--- config.mk ---
export PLATFORM = sky130hd
export DESIGN_NAME = pair_merge4
export DESIGN_NICKNAME = d
export VERILOG_FILES = /design/src/rtl/pair_merge4.sv
export SDC_FILE = /design/constraint.sdc
export NUM_CORES = 1
export LEC_CHECK = 0
export ABC_AREA = 1
export BUFFER_PORTS_ARGS = -buffer_cell sky130_fd_sc_hd__buf_2
export CORE_ASPECT_RATIO = 1.75
export CORE_MARGIN = 2
export CORE_UTILIZATION = 50
export DETAILED_ROUTE_END_ITERATION = 10
export GPL_TIMING_DRIVEN = 0
export PLACE_DENSITY = 0.82
export SLEW_MARGIN = 40
export SYNTH_ARGS = -nofsm -noshare
export SYNTH_HDL_FRONTEND = slang
export SYNTH_SLANG_ARGS = --single-unit
export TNS_END_PERCENT = 30
--- constraint.sdc ---
create_clock -name clk -period 1.6 [get_ports clk]
set_input_delay 0.16 -clock clk [delete_from_list [all_inputs] [get_ports clk]]
set_output_delay 0.16 -clock clk [all_outputs]
set_load 0.02 [all_outputs]
--- src/rtl/pair_merge4.sv ---
module pair_merge4 #(
  parameter int W = 16
) (
  input  logic           clk,
  input  logic           rst_n,
  input  logic           in_valid,
  input  logic [4*W-1:0] in_words,
  output logic           out_valid,
  output logic [4*W-1:0] out_words
);

  logic [W-1:0] x0, x1, x2, x3;
  logic [W-1:0] lo_a, hi_a, lo_b, hi_b;
  logic [W-1:0] r0, r1, r2, r3;
  logic [W-1:0] y0, y1, y2, y3;
  logic         swap_a, swap_b, swap_lo, swap_hi;
  logic         vld_q;

  assign x0 = in_words[0*W +: W];
  assign x1 = in_words[1*W +: W];
  assign x2 = in_words[2*W +: W];
  assign x3 = in_words[3*W +: W];

  assign swap_a = x0 > x3;
  assign swap_b = x1 > x2;
  assign lo_a   = swap_a ? x3 : x0;
  assign hi_a   = swap_a ? x0 : x3;
  assign lo_b   = swap_b ? x2 : x1;
  assign hi_b   = swap_b ? x1 : x2;

  always_ff @(posedge clk or negedge rst_n) begin
    if (!rst_n) begin
      r0    <= '0;
      r1    <= '0;
      r2    <= '0;
      r3    <= '0;
      vld_q <= 1'b0;
    end else begin
      vld_q <= in_valid;
      if (in_valid) begin
        r0 <= lo_a;
        r1 <= lo_b;
        r2 <= hi_b;
        r3 <= hi_a;
      end
    end
  end

  assign swap_lo = r0 > r1;
  assign swap_hi = r2 > r3;
  assign y0 = swap_lo ? r1 : r0;
  assign y1 = swap_lo ? r0 : r1;
  assign y2 = swap_hi ? r3 : r2;
  assign y3 = swap_hi ? r2 : r3;

  assign out_valid = vld_q;
  assign out_words = {y3, y2, y1, y0};

  function automatic logic [W-1:0] min4(logic [4*W-1:0] v);
    logic [W-1:0] m;
    m = v[0 +: W];
    for (int i = 1; i < 4; i++) if (v[i*W +: W] < m) m = v[i*W +: W];
    return m;
  endfunction

  function automatic logic [W-1:0] max4(logic [4*W-1:0] v);
    logic [W-1:0] m;
    m = v[0 +: W];
    for (int i = 1; i < 4; i++) if (v[i*W +: W] > m) m = v[i*W +: W];
    return m;
  endfunction

  assert_reset_clear_R1: assert property (@(posedge clk)
    !rst_n |=> (!out_valid && out_words == '0));

  assert_valid_follow_R2: assert property (@(posedge clk) disable iff (!rst_n)
    in_valid |=> out_valid);

  assert_valid_quiet_R2: assert property (@(posedge clk) disable iff (!rst_n)
    !in_valid |=> !out_valid);

  assert_pair_order_R3: assert property (@(posedge clk) disable iff (!rst_n)
    out_valid |-> (y0 <= y1 && y2 <= y3));

  assert_min_word_R4: assert property (@(posedge clk) disable iff (!rst_n)
    in_valid |=> (out_words[0 +: W] == min4($past(in_words))));

  assert_max_word_R4: assert property (@(posedge clk) disable iff (!rst_n)
    in_valid |=> (out_words[3*W +: W] == max4($past(in_words))));

  assert_full_order_R5: assert property (@(posedge clk) disable iff (!rst_n)
    (in_valid && x0 <= x1 && x2 <= x3) |=> (y1 <= y2));

  assert_hold_R6: assert property (@(posedge clk) disable iff (!rst_n)
    !in_valid |=> $stable(out_words));

endmodule

==> results.yml <==
worst_setup_path:
  cp_num_cells: 10
  crit_required_ns: 1.44
  critPathBufInv: 2
  critPathLaunchType: "flip-flop"
  cp-end-kind: "output port"
  crit_arrival_ns: 2.41
  crit_path_max_incr_delay_ns: 0.48
  path_class: "reg -> out"
  cp_cell_sequence: "ha_1, nand4_1, nor2_2, nand2_2, nand2_4, nand2_4, bufbuf_16, nand2_2, nand2_2, buf_6"
  crit_family: "simple AND/OR/NAND/NOR gates"
  slowest_stage: "dfrtp_2"
  ff2ff_path_depth: 4
  worst_path_most_repeated_cell: "nand2_2"
  critPathMaxFanout: 5
timing:
  slew_headroom: 0.613
  fin_worst_skew_ns: 0
  drv_slew: 0
  max_freq_ghz: 0.389
  setup_viol: 65
  hold_viol: 0
  period_share: 1.60
  tightest_slew_ns: 0.581
  rsz0062_at_grt: "yes"
  timing.final.ws_setup_ns: -0.968
  finalCriticalPeriod_ns: 2.57
power_and_ir_drop:
  switchingPower_w: 0.00502
  p_sw_frac: 0.448
  vdd_drop_max_v: 0.000943
  clkPwrFrac: 0.174
  seqPwrFrac: 0.201
  leakage_nw: 4.93
  pwr-share-comb: 0.625
  power_per_cell_area_nw_per_um2: 1250
  p_int_w: 0.00619
cts:
  cts_buffers: 9
  path_clk_slew_ns: 0.06
  htreeDepth: 3
  cts_sinks: 65
  clk_latency_ns: 0.32
  cts.path.max_buffers: 2
  cts-root-buf: "clkbuf_16"
  cts_tree: "done"
layout:
  final_cell_mix: "nand2_1, nand3_1, inv_1"
  synthToLayoutAreaGrowth_pct: 53.2
  nets: 1276
  drive_gt1_frac: 0.387
  stdcell_area_um2: 8970
  diodes: 0
  nFillCells: 738
  final_common_cell: "nand2_1"
outcome:
  outcome: "complete, but fails checks"
  violations: "DRC, setup timing"
hold_path:
  min_path_type: "in -> reg"
  holdPathStages: 1
floorplan:
  rows: 52
  die-area_um2: 12600
  die_w_um: 85.8
  coreArea_um2: 11500
  initial_core_util: 0.508
  pin_count: 132
  fp.dieH_um: 147
synth:
  ys_seq_elements: 65
  yosys.area.top_type: "dfrtp_1"
  synth.distinct_cells: 20
  syn-mean-instance-area_um2: 6.30
  synth_area_leaders: "dfrtp_1, nand2_1, nand3_1"
  synth_top_area_share: 0.278
  ys.warnings.count: 0
  seq_area_frac_synth: 0.278
  netlist_area_um2: 5850
  syn_nets: 1060
  postSynthCellCount: 929
grt:
  grt_max_degree: 66
  antenna_found_initial: 0
  grt_first_pass_wirelength_um: 34700
  grtUsageTotal: 0.351
  grt.overflow.total: 0
  first_global_vias: 7031
detailed_routing:
  first_iter_violations: 980
  drc_errors: 7
  drtAntennaViolNets: 0
  drt_wl_total_um: 26100
  wire_per_inst_um: 20.3
  dr.pass1.iters: 9
  routed_via_density: 6.09
  vias: 7824
placed_design:
  dpl_worst_slack_ns: -0.593
  port_buffers: 131
  globalplace.congestion: 0.907
  dpl.hpwl_um: 14300
  post_dp_cell_area_um2: 6890
job:
  maxCapViolations: 0
## worst paths after layout
| check | end | slack (ns) | start |
|---|---|---|---|
| max in group asynchronous | r0[6]$_DFFE_PN0P_ | 0.77 | rst_n |
| worst min-delay path | out_valid$_DFF_PN0_ | 0.03 | in_valid |
| worst max register to register | r3[14]$_DFFE_PN0P_ | 0.63 | r3[14]$_DFFE_PN0P_ |
| min in group asynchronous | r1[10]$_DFFE_PN0P_ | 0.39 | rst_n |
| worst max-delay path | out_words[19] | -0.97 | r0[10]$_DFFE_PN0P_ |
| worst min register to register | r1[12]$_DFFE_PN0P_ | 0.57 | r1[12]$_DFFE_PN0P_ |
## repair_timing
action                                  4_1_cts  5_1_grt
gates cloned                                  5        0
resized for setup                           208      124
hold buffers                                  1        0
buffers inserted                             48       23
hold endpoints to repair                     65        0
endpoints found under the setup margin       64      123
pin swaps                                    26       29
## cell usage after synthesis
cell type / number
buf_6: 3
o21ai_0: 5
o21ai_1: 1
nand2_2: 4
dfrtp_1: 65
clkbuf_1: 25
nor3_2: 2
a21oi_1: 28
nand3_2: 2
ha_1: 64
nand2_1: 370
a21o_1: 2
nand3b_1: 2
nand3_1: 197
inv_1: 108
inv_2: 1
buf_4: 6
buf_2: 15
nand4_1: 8
nor2_1: 21
## registers in the layout, indices dropped and copies added, names as in the netlist
| signal | flops |
|---|---|
| out_valid | 1 |
| r0 | 16 |
| r1 | 16 |
| r2 | 16 |
| r3 | 16 |
## cells by family (layout without fill, tap and decap cells)
logic type,after synthesis,count (layout),share of synthesized area
adders and majority gates,64,64,0.137
buffers and inverters,158,379,0.112
AOI/OAI and AO/OA,36,36,0.0316
DFF,65,65,0.278
and+or+nand+nor,606,606,0.441
## layout make-up
class	instances	area, um2	share of cell area
buffer	47	358	0.0399
clock buffer	11	233	0.0260
clock inverter	5	56.3	0.00628
inverter	109	409	0.0456
multi-input combinational	706	4400	0.491
sequential	65	1650	0.184
tap	135	169	0.0188
timing repair buffer	207	1690	0.188
## power groups by stage
stage / sequential [W] / clock (W) / combinational [W]
2_1_floorplan: 0.00210 / 0 / 0.00303
3_3_place_gp: 0.00223 / 0 / 0.00416
3_5_place_dp: 0.00223 / 0 / 0.00423
4_1_cts: 0.00216 / 0.00190 / 0.00590
5_1_grt: 0.00225 / 0.00201 / 0.00734
6_report: 0.00225 / 0.00195 / 0.00701
## stage by stage
stage	utilization	setup TNS (ns)	hold slack, ns	std cells	total power (W)
floorplan	-	-9.11	-0.136	929	0.00513
CTS	0.723	-44.36	0.0193	1265	0.00996
global route	0.779	-61.57	0.0295	1285	0.0116
detailed placement	0.598	-43.80	0.279	1195	0.00646
finish	0.779	-54.91	0.0292	1285	0.0112
global placement	0.598	-42.87	0.351	1195	0.00639
## routing by layer
layer  vias to the layer above  GRT usage  share of wire
li1                       3409          -              -
met1                      3561      0.390           0.33
met2                       659      0.620           0.50
met3                       195     0.0292          0.092
met4                         0      0.242          0.082
met5                         -          0              0
## worst reg2reg max path, cell delays in order, from the launching register on
cell,delay [ns]
dfrtp_1,0.40
buf_4,0.14
buf_4,0.14
nand2_1,0.11
nand2_1,0.07
No activity file was read; power rests on OpenSTA's default activity.
